===== src/rtl/txg_pkg.sv =====
// Shared definitions for the transmit dominant timeout guard.
// Assumes bus levels are coded low = dominant, high = recessive.
package txg_pkg;
    localparam logic LVL_REC = 1'b1;
    localparam logic LVL_DOM = 1'b0;

    typedef enum logic [1:0] {
        TMR_IDLE = 2'd0,
        TMR_RUN  = 2'd1,
        TMR_TRIP = 2'd2
    } tmr_st_t;
endpackage


===== src/rtl/txg_sync.sv =====
// Multi-stage synchronizer for the asynchronous transmit input.
// Assumes STAGES >= 2; resets to the recessive level so reset does not look like an edge.
module txg_sync
    import txg_pkg::*;
#(
    parameter int STAGES = 2
) (
    input  logic clk,
    input  logic rst_n,
    input  logic d,
    output logic q
);
    logic [STAGES-1:0] sr;

    // Shift the input through the stages; reset loads recessive.
    always_ff @(posedge clk) begin
        if (!rst_n) sr <= {STAGES{LVL_REC}};
        else        sr <= {sr[STAGES-2:0], d};
    end

    assign q = sr[STAGES-1];
endmodule


===== src/rtl/txg_dto_timer.sv =====
// Dominant timer: a falling edge of the synchronized level arms it, and a return to
// recessive or leaving normal mode clears it. It trips after LIMIT dominant cycles.
// Assumes LIMIT >= 2. The edge register is held recessive outside normal mode, so
// entering normal mode with a dominant level counts as an edge.
module txg_dto_timer
    import txg_pkg::*;
#(
    parameter int unsigned LIMIT = 300000
) (
    input  logic clk,
    input  logic rst_n,
    input  logic normal_en,
    input  logic tx_lvl,
    output logic fault
);
    localparam int unsigned CW = (LIMIT > 2) ? $clog2(LIMIT) : 1;
    localparam logic [CW-1:0] LAST = CW'(LIMIT - 1);

    tmr_st_t       st;
    logic          lvl_q;
    logic [CW-1:0] cnt;
    logic          fall;

    // Edge detect against the previous level.
    assign fall = lvl_q & (tx_lvl == LVL_DOM);

    // Timer state, count and edge register.
    always_ff @(posedge clk) begin
        if (!rst_n || !normal_en) begin
            st    <= TMR_IDLE;
            cnt   <= '0;
            lvl_q <= LVL_REC;
        end else begin
            lvl_q <= tx_lvl;
            if (tx_lvl == LVL_REC) begin
                st  <= TMR_IDLE;
                cnt <= '0;
            end else if (fall) begin
                st  <= TMR_RUN;
                cnt <= CW'(1);
            end else if (st == TMR_RUN) begin
                if (cnt == LAST) begin
                    st  <= TMR_TRIP;
                    cnt <= '0;
                end else begin
                    cnt <= cnt + CW'(1);
                end
            end
        end
    end

    assign fault = (st == TMR_TRIP);

    assert_trip_needs_dom_R4: assert property (@(posedge clk) disable iff (!rst_n)
        $rose(fault) |-> $past(tx_lvl == LVL_DOM));
    assert_clear_on_rec_R6: assert property (@(posedge clk) disable iff (!rst_n)
        (fault && tx_lvl == LVL_REC) |=> !fault);
    assert_mode_clears_R7: assert property (@(posedge clk) disable iff (!rst_n)
        !normal_en |=> !fault);
    assert_cnt_bound_R9: assert property (@(posedge clk) disable iff (!rst_n)
        cnt <= LAST);
endmodule


===== src/rtl/txg_drive_gate.sv =====
// Combines the synchronized level, the mode and the fault into the driver command.
// Assumes the fault input is registered; the mode acts with no register delay.
module txg_drive_gate
    import txg_pkg::*;
(
    input  logic normal_en,
    input  logic tx_lvl,
    input  logic fault,
    output logic drv_dom
);
    // Drive dominant only in normal mode, on a dominant level, with no fault.
    always_comb begin
        drv_dom = normal_en && (tx_lvl == LVL_DOM) && !fault;
    end
endmodule


===== src/rtl/txd_timeout_guard.sv =====
// Top of the transmit dominant timeout guard: synchronizer, edge-armed timer and
// output gate. TIMEOUT_CYC is the dominant limit in clock cycles (>= 2).
module txd_timeout_guard #(
    parameter int unsigned TIMEOUT_CYC = 300000,
    parameter int          SYNC_STAGES = 2
) (
    input  logic clk,
    input  logic rst_n,
    input  logic tx_in,
    input  logic normal_en,
    output logic drv_dom,
    output logic dto_fault
);
    logic tx_lvl;

    txg_sync #(.STAGES(SYNC_STAGES)) u_sync (
        .clk   (clk),
        .rst_n (rst_n),
        .d     (tx_in),
        .q     (tx_lvl)
    );

    txg_dto_timer #(.LIMIT(TIMEOUT_CYC)) u_timer (
        .clk       (clk),
        .rst_n     (rst_n),
        .normal_en (normal_en),
        .tx_lvl    (tx_lvl),
        .fault     (dto_fault)
    );

    txg_drive_gate u_gate (
        .normal_en (normal_en),
        .tx_lvl    (tx_lvl),
        .fault     (dto_fault),
        .drv_dom   (drv_dom)
    );

    assert_trip_cuts_drive_R4: assert property (@(posedge clk) disable iff (!rst_n)
        $rose(dto_fault) |-> $past(drv_dom));
    assert_drive_needs_mode_R7: assert property (@(posedge clk) disable iff (!rst_n)
        drv_dom |-> normal_en);
    assert_fault_blocks_R5: assert property (@(posedge clk) disable iff (!rst_n)
        (dto_fault && !tx_lvl) |=> !drv_dom);
endmodule


===== config.mk =====
export PLATFORM = sky130hd
export DESIGN_NAME = txd_timeout_guard
export DESIGN_NICKNAME = d
export VERILOG_FILES = /design/src/rtl/txg_pkg.sv /design/src/rtl/txg_sync.sv /design/src/rtl/txg_dto_timer.sv /design/src/rtl/txg_drive_gate.sv /design/src/rtl/txd_timeout_guard.sv
export SDC_FILE = /design/constraint.sdc
export NUM_CORES = 1
export LEC_CHECK = 0
export BUFFER_PORTS_ARGS = -buffer_cell sky130_fd_sc_hd__buf_2
export CAP_MARGIN = 15
export CORE_ASPECT_RATIO = 1.4
export CORE_MARGIN = 10
export CORE_UTILIZATION = 50
export CTS_CLUSTER_SIZE = 10
export DETAILED_ROUTE_END_ITERATION = 7
export HOLD_SLACK_MARGIN = 0.08
export PLACE_DENSITY = 0.67
export SLEW_MARGIN = 20
export SYNTH_ARGS = -nofsm -noshare
export SYNTH_HDL_FRONTEND = slang
export SYNTH_SLANG_ARGS = --single-unit
export TNS_END_PERCENT = 10

===== constraint.sdc =====
create_clock -name clk -period 2.85 [get_ports clk]
set_clock_uncertainty 0.1 [all_clocks]
set_input_delay 0.285 -clock clk [delete_from_list [all_inputs] [get_ports clk]]
set_output_delay 0.285 -clock clk [all_outputs]
set_load 0.05 [all_outputs]

==> results of run 1 <==
-- power by group through the flow --
stage	registers [mW]	logic (mW)	clock network, mW
2_1_floorplan	0.345	0.00412	0
3_3_place_gp	0.346	0.00747	0
3_5_place_dp	0.345	0.00773	0
4_1_cts	0.338	0.0108	0.149
5_1_grt	0.339	0.0118	0.167
6_report	0.338	0.0108	0.145
-- state kept, by name, summed over array words and instances (netlist names) --
register       count
u_sync.sr          2
u_timer.cnt       19
u_timer.lvl_q      1
u_timer.st         2
-- repair_timing --
action                                 CTS  global route
endpoints found under the hold margin    2             0
setup buffers                            0             0
hold buffers                             3             0
gates resized for setup                  0             0
-- final timing paths --
kind         slack (ps)            start        endpoint  cells after the start
max                 570  u_timer.cnt[13]  u_timer.cnt[3]                      4
min                 190        normal_en   u_timer.st[0]                      3
max reg2reg         570  u_timer.cnt[13]  u_timer.cnt[3]                      4
min reg2reg         340     u_sync.sr[0]    u_sync.sr[1]                      1
-- critical path: cells and delay by family (launching register included) --
kind	cells	cell delay, ps
simple gates	3	1200
compound gates	1	500
flops	1	360
-- cells in the mapped netlist --
master	n	area [sq um]
sky130_fd_sc_hd__a21o_1	1	7.51
sky130_fd_sc_hd__a21oi_1	4	20.0
sky130_fd_sc_hd__a21oi_2	1	8.76
sky130_fd_sc_hd__a31oi_1	1	6.26
sky130_fd_sc_hd__and4_1	2	17.5
sky130_fd_sc_hd__and4_2	1	10.0
sky130_fd_sc_hd__buf_6	1	11.3
sky130_fd_sc_hd__dfxtp_1	24	480
sky130_fd_sc_hd__ha_1	1	12.5
sky130_fd_sc_hd__inv_1	2	7.51
sky130_fd_sc_hd__mux2i_1	2	20.0
sky130_fd_sc_hd__nand2_1	7	26.3
sky130_fd_sc_hd__nand2b_1	4	25.0
sky130_fd_sc_hd__nand3_1	6	30.0
sky130_fd_sc_hd__nand3b_1	1	7.51
sky130_fd_sc_hd__nand4_1	7	43.8
sky130_fd_sc_hd__nand4b_1	3	26.3
sky130_fd_sc_hd__nand4bb_1	1	11.3
sky130_fd_sc_hd__nor2_1	12	45.0
sky130_fd_sc_hd__nor2b_1	2	12.5
sky130_fd_sc_hd__nor3_1	6	30.0
sky130_fd_sc_hd__nor3b_1	2	15.0
sky130_fd_sc_hd__nor4_1	1	6.26
sky130_fd_sc_hd__o2111ai_1	1	8.76
sky130_fd_sc_hd__o21a_1	1	7.51
sky130_fd_sc_hd__o21ai_0	6	30.0
sky130_fd_sc_hd__o21ai_2	1	8.76
sky130_fd_sc_hd__o22ai_1	1	6.26
sky130_fd_sc_hd__o31ai_1	1	7.51
sky130_fd_sc_hd__or2_2	1	6.26
sky130_fd_sc_hd__or3_1	3	18.8
sky130_fd_sc_hd__or3b_2	1	8.76
sky130_fd_sc_hd__or4_1	1	7.51
sky130_fd_sc_hd__or4_2	1	8.76
sky130_fd_sc_hd__or4_4	1	11.3
sky130_fd_sc_hd__or4b_1	1	10.0
sky130_fd_sc_hd__xnor2_1	5	43.8
sky130_fd_sc_hd__xor2_1	5	43.8
-- final cells by class --
cell class | instances | area (sq um) | share of cell area [%]
multi-input cells | 95 | 609 | 50.4
well taps | 22 | 27.5 | 2.28
clock buffers | 3 | 22.5 | 1.86
flip-flops and latches | 24 | 480 | 39.7
repair buffers | 9 | 62.6 | 5.17
inverters | 2 | 7.51 | 0.620
-- per-stage QoR --
step	utilization [%]	power [mW]	std cells	instance area (sq um)	setup slack, ps
detailed placement	53.8	0.353	149	1160	567
floorplan	-	0.349	122	1110	628
global placement	53.8	0.353	149	1160	609
global route	56.2	0.517	155	1210	460
finish	56.2	0.494	155	1210	570
CTS	56.2	0.498	155	1210	556
-- layer usage --
layer	vias up	global-route usage [%]	routed length, um
li1	472	-	-
met3	4	2.67	57
met5	-	0	0
met1	443	12.0	1040
met2	13	19.0	1110
met4	0	4.25	25
-- cell families after synthesis --
group	after synthesis	share of synthesized area, %
AND/OR/NAND/NOR	64	34.1
flip-flops	24	43.3
AO/OA/AOI/OAI	18	10.0
XOR/XNOR	10	7.90
buffers and inverters	3	1.69
multiplexers	2	1.81
adder cells (fa/ha/maj)	1	1.13
==> results.yml, run 1 <==
placed_design:
  numPortBuffers: 5
  hpwlAfterDp_um: 1670
  gp_congestion: 0.770
timing:
  timing.final.max_slew_violations: 0
  finalSetupViolations: 0
  worst_pin_slew_ps: 601
  grt_setup_unrepaired: "no"
  timing.final.crit_share_pct: 80.0
  hold_ws_ps: 186
  slew_headroom_pct: 60.0
  max_clock_freq_mhz: 439
  setup_tns_ps: 0
  final_hold_viol_count: 0
  post-route-min-period_ps: 2280
clock_network:
  insertion_delay_ps: 310
  cts_tree: "done"
  cts_max_path_buffers: 2
  clkSlewWorstSetupHoldPaths_ps: 120
  cts_root_cell: "sky130_fd_sc_hd__clkbuf_4"
  cts_buffers: 3
  clock_sink_count: 24
  cts_htree_levels: 1
routing:
  dr_total_vias: 932
  detail_route.wl_per_cell_um: 14.5
  antenna_violating_nets_post_route: 0
  detail_route.vias_per_cell: 6.01
  routed_wirelength_um: 2240
  drc_violations_left: 0
  dr.pass1.iters: 4
  detailedRoute.firstIterationViolations: 26
synth:
  syn_nets: 127
  cell_area_after_synthesis_sq_um: 1110
  synth.avg_cell_area_sq_um: 9.09
  synthesis.instances: 122
  yosys_register_bits: 24
  ys_types: 38
  yosys_warn_count: 0
  synth_sequential_area_ratio_pct: 43.3
pwr:
  power.ir.vdd_worst_v: 0.000234
  proportion_of_power_drawn_by_flip_flops_and_latches_pct: 68.4
  netSwitchingPower_uw: 101
  clock_power_share_pct: 29.4
  internal_power_uw: 393
  static_leakage_nw: 0.348
  pwr_density_cell_nw_per_um2: 408
  switching_share_pct: 20.5
  power_frac_comb_pct: 2.2
critical_path:
  critPathMaxFanout: 14
  arrival_ps: 2370
  critPathMaxStageDelay_ps: 560
  criticalPathCategory: "reg2reg"
  required_ps: 2940
  crit_path_start_kind: "flop"
  end_kind: "flop"
  critical_path.cell_chain: "or4b_1 > or4_4 > o21ai_2 > nor2_1"
  slowest_stage: "sky130_fd_sc_hd__or4_4"
outcome:
  status: "finished, final reports clean"
finish:
  final_nets: 140
  drive_above_1_share_pct: 12.0
  n_fill_cell: 218
  layout-area-overhead-vs-synth_pct: 9.14
  num_antenna_cells: 0
  most-common-layout-cells: "sky130_fd_sc_hd__dfxtp_1, sky130_fd_sc_hd__nor2_1, sky130_fd_sc_hd__nand4_1, sky130_fd_sc_hd__nand2_1"
  mostFrequentLayoutCell: "sky130_fd_sc_hd__dfxtp_1"
grt:
  remaining_global_route_overflow: 0
  grt_pass1_wl_um: 3940
  initial_antenna_violation_count: 0
  maximum_number_of_pins_on_one_net_before_global_route_repair: 15
  gr-usage-all-layers_pct: 10.8
  first_global_vias: 931
floorplanning:
  initial_core_utilization_pct: 51.5
  ioPinCount: 6
  row_count: 20
  die-height_um: 75.7
  die_x_um: 59.8
  core-area_sq_um: 2150
  design.die.area_sq_um: 4530
flow_run:
  timing.max_cap.violations: 0
hold_path:
  worstHoldPathType: "in2reg"
(Power assumes the default switching activity.)
==> run 2: changes to the inputs <==
--- a/config.mk
+++ b/config.mk
@@ -13,7 +13,7 @@
 export CTS_CLUSTER_SIZE = 10
 export DETAILED_ROUTE_END_ITERATION = 7
 export HOLD_SLACK_MARGIN = 0.08
-export PLACE_DENSITY = 0.67
+export PLACE_DENSITY = 0.7
 export SLEW_MARGIN = 20
 export SYNTH_ARGS = -nofsm -noshare
 export SYNTH_HDL_FRONTEND = slang
==> constraint.sdc (replaced) <==
create_clock -name clk -period 2.05 [get_ports clk]
set_clock_uncertainty 0.1 [all_clocks]
set_input_delay 0.205 -clock clk [delete_from_list [all_inputs] [get_ports clk]]
set_output_delay 0.205 -clock clk [all_outputs]
set_load 0.05 [all_outputs]
==> run 2 against run 1 <==
Die area is the same; hold slack better by 150 ps; core utilization rose by 5.0 points; combinational power up 61%; first-iteration DRC count rose by 27%; fmax grew 14%.
==> results.yml, run 2 (synthesized netlist as in run 1, its figures left out) <==
critical_path:
  end_kind: "flop"
  critical_path.cell_chain: "ha_1 > nand3_1 > or4_1 > or3_1 > a21oi_1"
  r2r_cells: 5
  rrSetupSlack_ps: 50
  critPathMaxFanout: 7
  criticalPathCategory: "reg2reg"
  crit_path_start_kind: "flop"
  slowest_stage: "sky130_fd_sc_hd__or4_1"
  required_ps: 2200
  critical_path.reg2reg.startpoint: "u_timer.cnt[0]"
  critPathMaxStageDelay_ps: 640
  arrival_ps: 2160
  worst_r2r_endpoint: "u_timer.cnt[14]"
outcome:
  status: "finished, final reports clean"
pwr:
  netSwitchingPower_uw: 143
  pwr_density_cell_nw_per_um2: 524
  power.ir.vdd_worst_v: 0.000344
  internal_power_uw: 548
  switching_share_pct: 20.7
  clock_power_share_pct: 29.4
  proportion_of_power_drawn_by_flip_flops_and_latches_pct: 68.1
  power_frac_comb_pct: 2.5
  static_leakage_nw: 0.411
finish:
  most-common-layout-cells: "sky130_fd_sc_hd__dfxtp_1, sky130_fd_sc_hd__buf_4, sky130_fd_sc_hd__nor2_1, sky130_fd_sc_hd__nand4_1, sky130_fd_sc_hd__nand2_1"
  layout-area-overhead-vs-synth_pct: 18.8
  final_nets: 152
  largestRegisters: "u_timer.cnt (19), u_sync.sr (2), u_timer.st (2)"
  drive_above_1_share_pct: 20.0
  largest_reg_flops: 19
  fin_cells: 167
  num_antenna_cells: 0
  largest-register: "u_timer.cnt"
  layout.cell_area.non_filler_sq_um: 1320
  mostFrequentLayoutCell: "sky130_fd_sc_hd__dfxtp_1"
clock_network:
  cts_max_path_buffers: 2
  clock_sink_count: 24
  cts_tree: "done"
  insertion_delay_ps: 310
  clkSlewWorstSetupHoldPaths_ps: 120
  cts_buffers: 3
  cts_root_cell: "sky130_fd_sc_hd__clkbuf_4"
  cts_htree_levels: 1
  post-cts-setup-buffers: 0
placed_design:
  place_inst: 160
  hpwlAfterDp_um: 1800
  gp_congestion: 0.824
  detailed_place.area_sq_um: 1240
  numPortBuffers: 5
timing:
  post-route-min-period_ps: 2000
  grt_setup_unrepaired: "yes"
  final_hold_viol_count: 0
  timing.final.max_slew_violations: 0
  setup_tns_ps: 0
  finalSetupViolations: 0
  timing.final.crit_share_pct: 97.8
  max_clock_freq_mhz: 499
  worst_pin_slew_ps: 532
  slew_headroom_pct: 64.4
hold_path:
  hold_path_end: "u_sync.sr[1]"
  hold_path_startpoint: "u_sync.sr[0]"
  worstHoldPathType: "reg2reg"
  worstHoldPathCells: 1
flow_run:
  timing.max_cap.violations: 0
routing:
  detail_route.wl_per_cell_um: 14.5
  detailedRoute.firstIterationViolations: 33
  routed_wirelength_um: 2420
  dr_total_vias: 984
  dr.pass1.iters: 4
  drc_violations_left: 0
  antenna_violating_nets_post_route: 0
  detail_route.vias_per_cell: 5.89
floorplanning:
  design.die.area_sq_um: 4530
  die_x_um: 59.8
  initial_core_utilization_pct: 51.5
  ioPinCount: 6
  die-height_um: 75.7
  core-area_sq_um: 2150
  row_count: 20
grt:
  remaining_global_route_overflow: 0
  gr-usage-all-layers_pct: 11.2
  initial_antenna_violation_count: 0
  first_global_vias: 950
  grt_pass1_wl_um: 4070
  maximum_number_of_pins_on_one_net_before_global_route_repair: 13
## run 2: cell count changes in the layout (fill, tap and decap cells not counted)
cell                            change
sky130_fd_sc_hd__buf_4             +11
sky130_fd_sc_hd__dlygate4sd3_1      +1
sky130_fd_sc_hd__nor2_1             -1
sky130_fd_sc_hd__nor2_2             +1
sky130_fd_sc_hd__nor3b_1            -1
sky130_fd_sc_hd__nor3b_2            +1
sky130_fd_sc_hd__o21ai_2            -1
sky130_fd_sc_hd__o21ai_4            +1
## run 2: repair_timing
action | 4_1_cts | 5_1_grt
endpoints found under the setup margin | 0 | 15
hold buffers | 4 | 0
gates resized for setup | 0 | 2
hold endpoints to repair | 3 | 0
## run 2: cell type report
cell class	instances	area, sq um
fill	184	835
multi-input combinational	95	624
sequential	24	480
timing repair buffer	21	155
tap	22	27.5
clock buffer	3	22.5
inverter	2	7.51
## run 2: critical path, delay by kind of cell (launching register included)
family	cells	cell delay [ps]
adder cells (fa/ha/maj)	1	180
AO/OA/AOI/OAI	1	140
AND/OR/NAND/NOR	3	1150
flip-flops	1	370
## run 2: power by group through the flow
stage | Sequential, mW | Combinational, mW | Clock [mW]
6_report | 0.470 | 0.0174 | 0.203
5_1_grt | 0.470 | 0.0189 | 0.213
4_1_cts | 0.470 | 0.0171 | 0.205
3_5_place_dp | 0.480 | 0.0113 | 0
3_3_place_gp | 0.480 | 0.0109 | 0
2_1_floorplan | 0.480 | 0.00599 | 0
## run 2: how the worst max path moves through the flow
stage,startpoint,endpoint,slack (ps),cells after the start
6_report,u_timer.cnt[0],u_timer.cnt[14],50,5
3_3_place_gp,u_timer.cnt[14],u_timer.cnt[3],90,5
5_1_grt,u_timer.cnt[14],u_timer.cnt[9],-40,5
2_1_floorplan,u_timer.cnt[13],u_timer.cnt[7],80,5
3_5_place_dp,u_timer.cnt[14],u_timer.cnt[3],80,5
4_1_cts,u_timer.cnt[0],u_timer.cnt[14],50,5
## run 2: metrics by stage
step / util [%] / hold slack, ps / power, mW / worst slack (ps)
final: 61.2 / 335 / 0.691 / 45.2
after global routing: 61.2 / 367 / 0.703 / -44.7
after CTS: 60.8 / 340 / 0.693 / 54.0
after detailed placement: 57.8 / 292 / 0.492 / 78.9
after global placement: 57.8 / 292 / 0.491 / 92.6
after floorplan: - / 178 / 0.486 / 81.2
## run 2: routing by layer
layer / wire length, um / vias to the layer above / track usage [%]
li1: - / 498 / -
met4: 34 / 0 / 3.75
met1: 1030 / 460 / 12.6
met5: 0 / - / 0
met3: 92 / 5 / 2.00
met2: 1260 / 21 / 20.4
==> run 3: changes to the inputs <==
--- a/config.mk
+++ b/config.mk
@@ -14,8 +14,9 @@
 export DETAILED_ROUTE_END_ITERATION = 7
 export HOLD_SLACK_MARGIN = 0.08
 export PLACE_DENSITY = 0.7
+export RECOVER_POWER = 100
 export SLEW_MARGIN = 20
 export SYNTH_ARGS = -nofsm -noshare
 export SYNTH_HDL_FRONTEND = slang
 export SYNTH_SLANG_ARGS = --single-unit
-export TNS_END_PERCENT = 10
+export TNS_END_PERCENT = 30
==> run 3 against run 2 <==
Worst setup slack better by 16 ps; fmax is 0.82% higher; via count is 0.10% lower; combinational power is 2% lower; final cell count stayed put; largest power group unchanged; largest cell class unchanged; the run now ends with DRC left; non-clock buffer count stayed put.
==> results.yml, run 3 (synthesized netlist as in run 1, its figures left out) <==
floorplanning:
  die-height_um: 75.7
  design.die.area_sq_um: 4530
  die_x_um: 59.8
  row_count: 20
  ioPinCount: 6
  core-area_sq_um: 2150
  initial_core_utilization_pct: 51.5
finish:
  largest_reg_flops: 19
  mostFrequentLayoutCell: "sky130_fd_sc_hd__dfxtp_1"
  layout-area-overhead-vs-synth_pct: 19.5
  drive_above_1_share_pct: 18.6
  num_antenna_cells: 0
  layout.cell_area.non_filler_sq_um: 1330
  final_nets: 152
  largestRegisters: "u_timer.cnt (19), u_sync.sr (2), u_timer.st (2)"
  largest-register: "u_timer.cnt"
  most-common-layout-cells: "sky130_fd_sc_hd__dfxtp_1, sky130_fd_sc_hd__nor2_1, sky130_fd_sc_hd__buf_4, sky130_fd_sc_hd__nand4_1, sky130_fd_sc_hd__nand2_1"
  fin_util_pct: 61.6
  fin_cells: 167
critical_path:
  required_ps: 2170
  critical_path.cell_chain: "or3b_2 > or4_4 > o21ai_4 > buf_6 > nor2_1"
  slowest_stage: "sky130_fd_sc_hd__or4_4"
  arrival_ps: 2110
  critPathMaxFanout: 7
  crit_path_start_kind: "flop"
  critPathMaxStageDelay_ps: 570
  end_kind: "flop"
  criticalPathCategory: "reg2reg"
clock_network:
  clock_sink_count: 24
  cts_htree_levels: 1
  insertion_delay_ps: 310
  cts_root_cell: "sky130_fd_sc_hd__clkbuf_4"
  cts_max_path_buffers: 2
  post-cts-setup-buffers: 0
  clkSlewWorstSetupHoldPaths_ps: 120
  cts_tree: "done"
  cts_buffers: 3
grt:
  initial_antenna_violation_count: 0
  gr-usage-all-layers_pct: 11.2
  first_global_vias: 950
  grt_pass1_wl_um: 4070
  remaining_global_route_overflow: 0
  maximum_number_of_pins_on_one_net_before_global_route_repair: 13
timing:
  final_hold_viol_count: 0
  grt_setup_unrepaired: "no"
  slew_headroom_pct: 59.8
  max_clock_freq_mhz: 503
  post-route-min-period_ps: 1990
  hold_ws_ps: 335
  timing.final.crit_share_pct: 97.0
  worst_pin_slew_ps: 606
  finalSetupViolations: 0
  timing.final.max_slew_violations: 0
  setup_tns_ps: 0
placed_design:
  numPortBuffers: 5
  hpwlAfterDp_um: 1800
  place_inst: 160
  detailed_place.area_sq_um: 1240
  gp_congestion: 0.824
outcome:
  status: "finished, violations left"
  failing_checks: "DRC"
routing:
  drc_violations_left: 1
  antenna_violating_nets_post_route: 0
  detailedRoute.firstIterationViolations: 35
  routed_wirelength_um: 2390
  detail_route.wl_per_cell_um: 14.3
  detail_route.vias_per_cell: 5.89
  dr_total_vias: 983
  dr.pass1.iters: 6
pwr:
  power.ir.vdd_worst_v: 0.000345
  static_leakage_nw: 0.401
  pwr_density_cell_nw_per_um2: 517
flow_run:
  timing.max_cap.violations: 0
hold_path:
  worstHoldPathType: "reg2reg"
run 3: cell count changes in the layout (fill, tap and decap cells not counted), sizes merged:
cell / previous run / this run
buf: 17 / 13
clkbuf: 3 / 7
run 3: per-stage QoR:
stage / total power [mW] / setup slack, ps
6_report: 0.686 / 61.6
5_1_grt: 0.701 / 4.41
3_3_place_gp: 0.491 / 92.6
4_1_cts: 0.693 / 54.0
3_5_place_dp: 0.492 / 78.9
2_1_floorplan: 0.486 / 81.2
run 3: what timing repair did:
item                       in CTS  in global routing
resized for setup               0                  7
hold buffers                    4                  0
setup endpoints to repair       0                 15
hold endpoints to repair        3                  0
run 3: worst max-delay path: cells and delay by family (launching register included):
kind	cells	cell delay, ps
compound gates	1	180
buf+inv	1	150
flops	1	390
simple gates	3	1080
run 3: per-layer routing:
| metal | vias to the layer above | share of wire, % | track usage [%] |
|---|---|---|---|
| met5 | - | 0 | 0 |
| met4 | 0 | 0.88 | 3.75 |
| met3 | 4 | 4.1 | 2.00 |
| met2 | 24 | 52 | 20.4 |
| met1 | 456 | 43 | 12.6 |
| li1 | 499 | - | - |
run 3: worst paths after layout:
path | cells past startpoint | startpoint | end | slack [ps]
max reg2reg | 5 | u_timer.cnt[12] | u_timer.cnt[9] | 60
min | 1 | u_sync.sr[0] | u_sync.sr[1] | 330
max | 5 | u_timer.cnt[12] | u_timer.cnt[9] | 60
min reg2reg | 1 | u_sync.sr[0] | u_sync.sr[1] | 330
run 3: report_power, final:
part           leakage, nW  internal, mW  switching, mW
Clock               0.0138        0.0686          0.131
Combinational        0.193       0.00982        0.00713
Sequential           0.195         0.467        0.00142
run 3: cell type report:
type,instances,area (sq um)
sequential,24,484
multi-input combinational,95,628
fill,186,827
tap,22,27.5
inverter,2,7.51
timing repair buffer,21,155
clock buffer,3,22.5
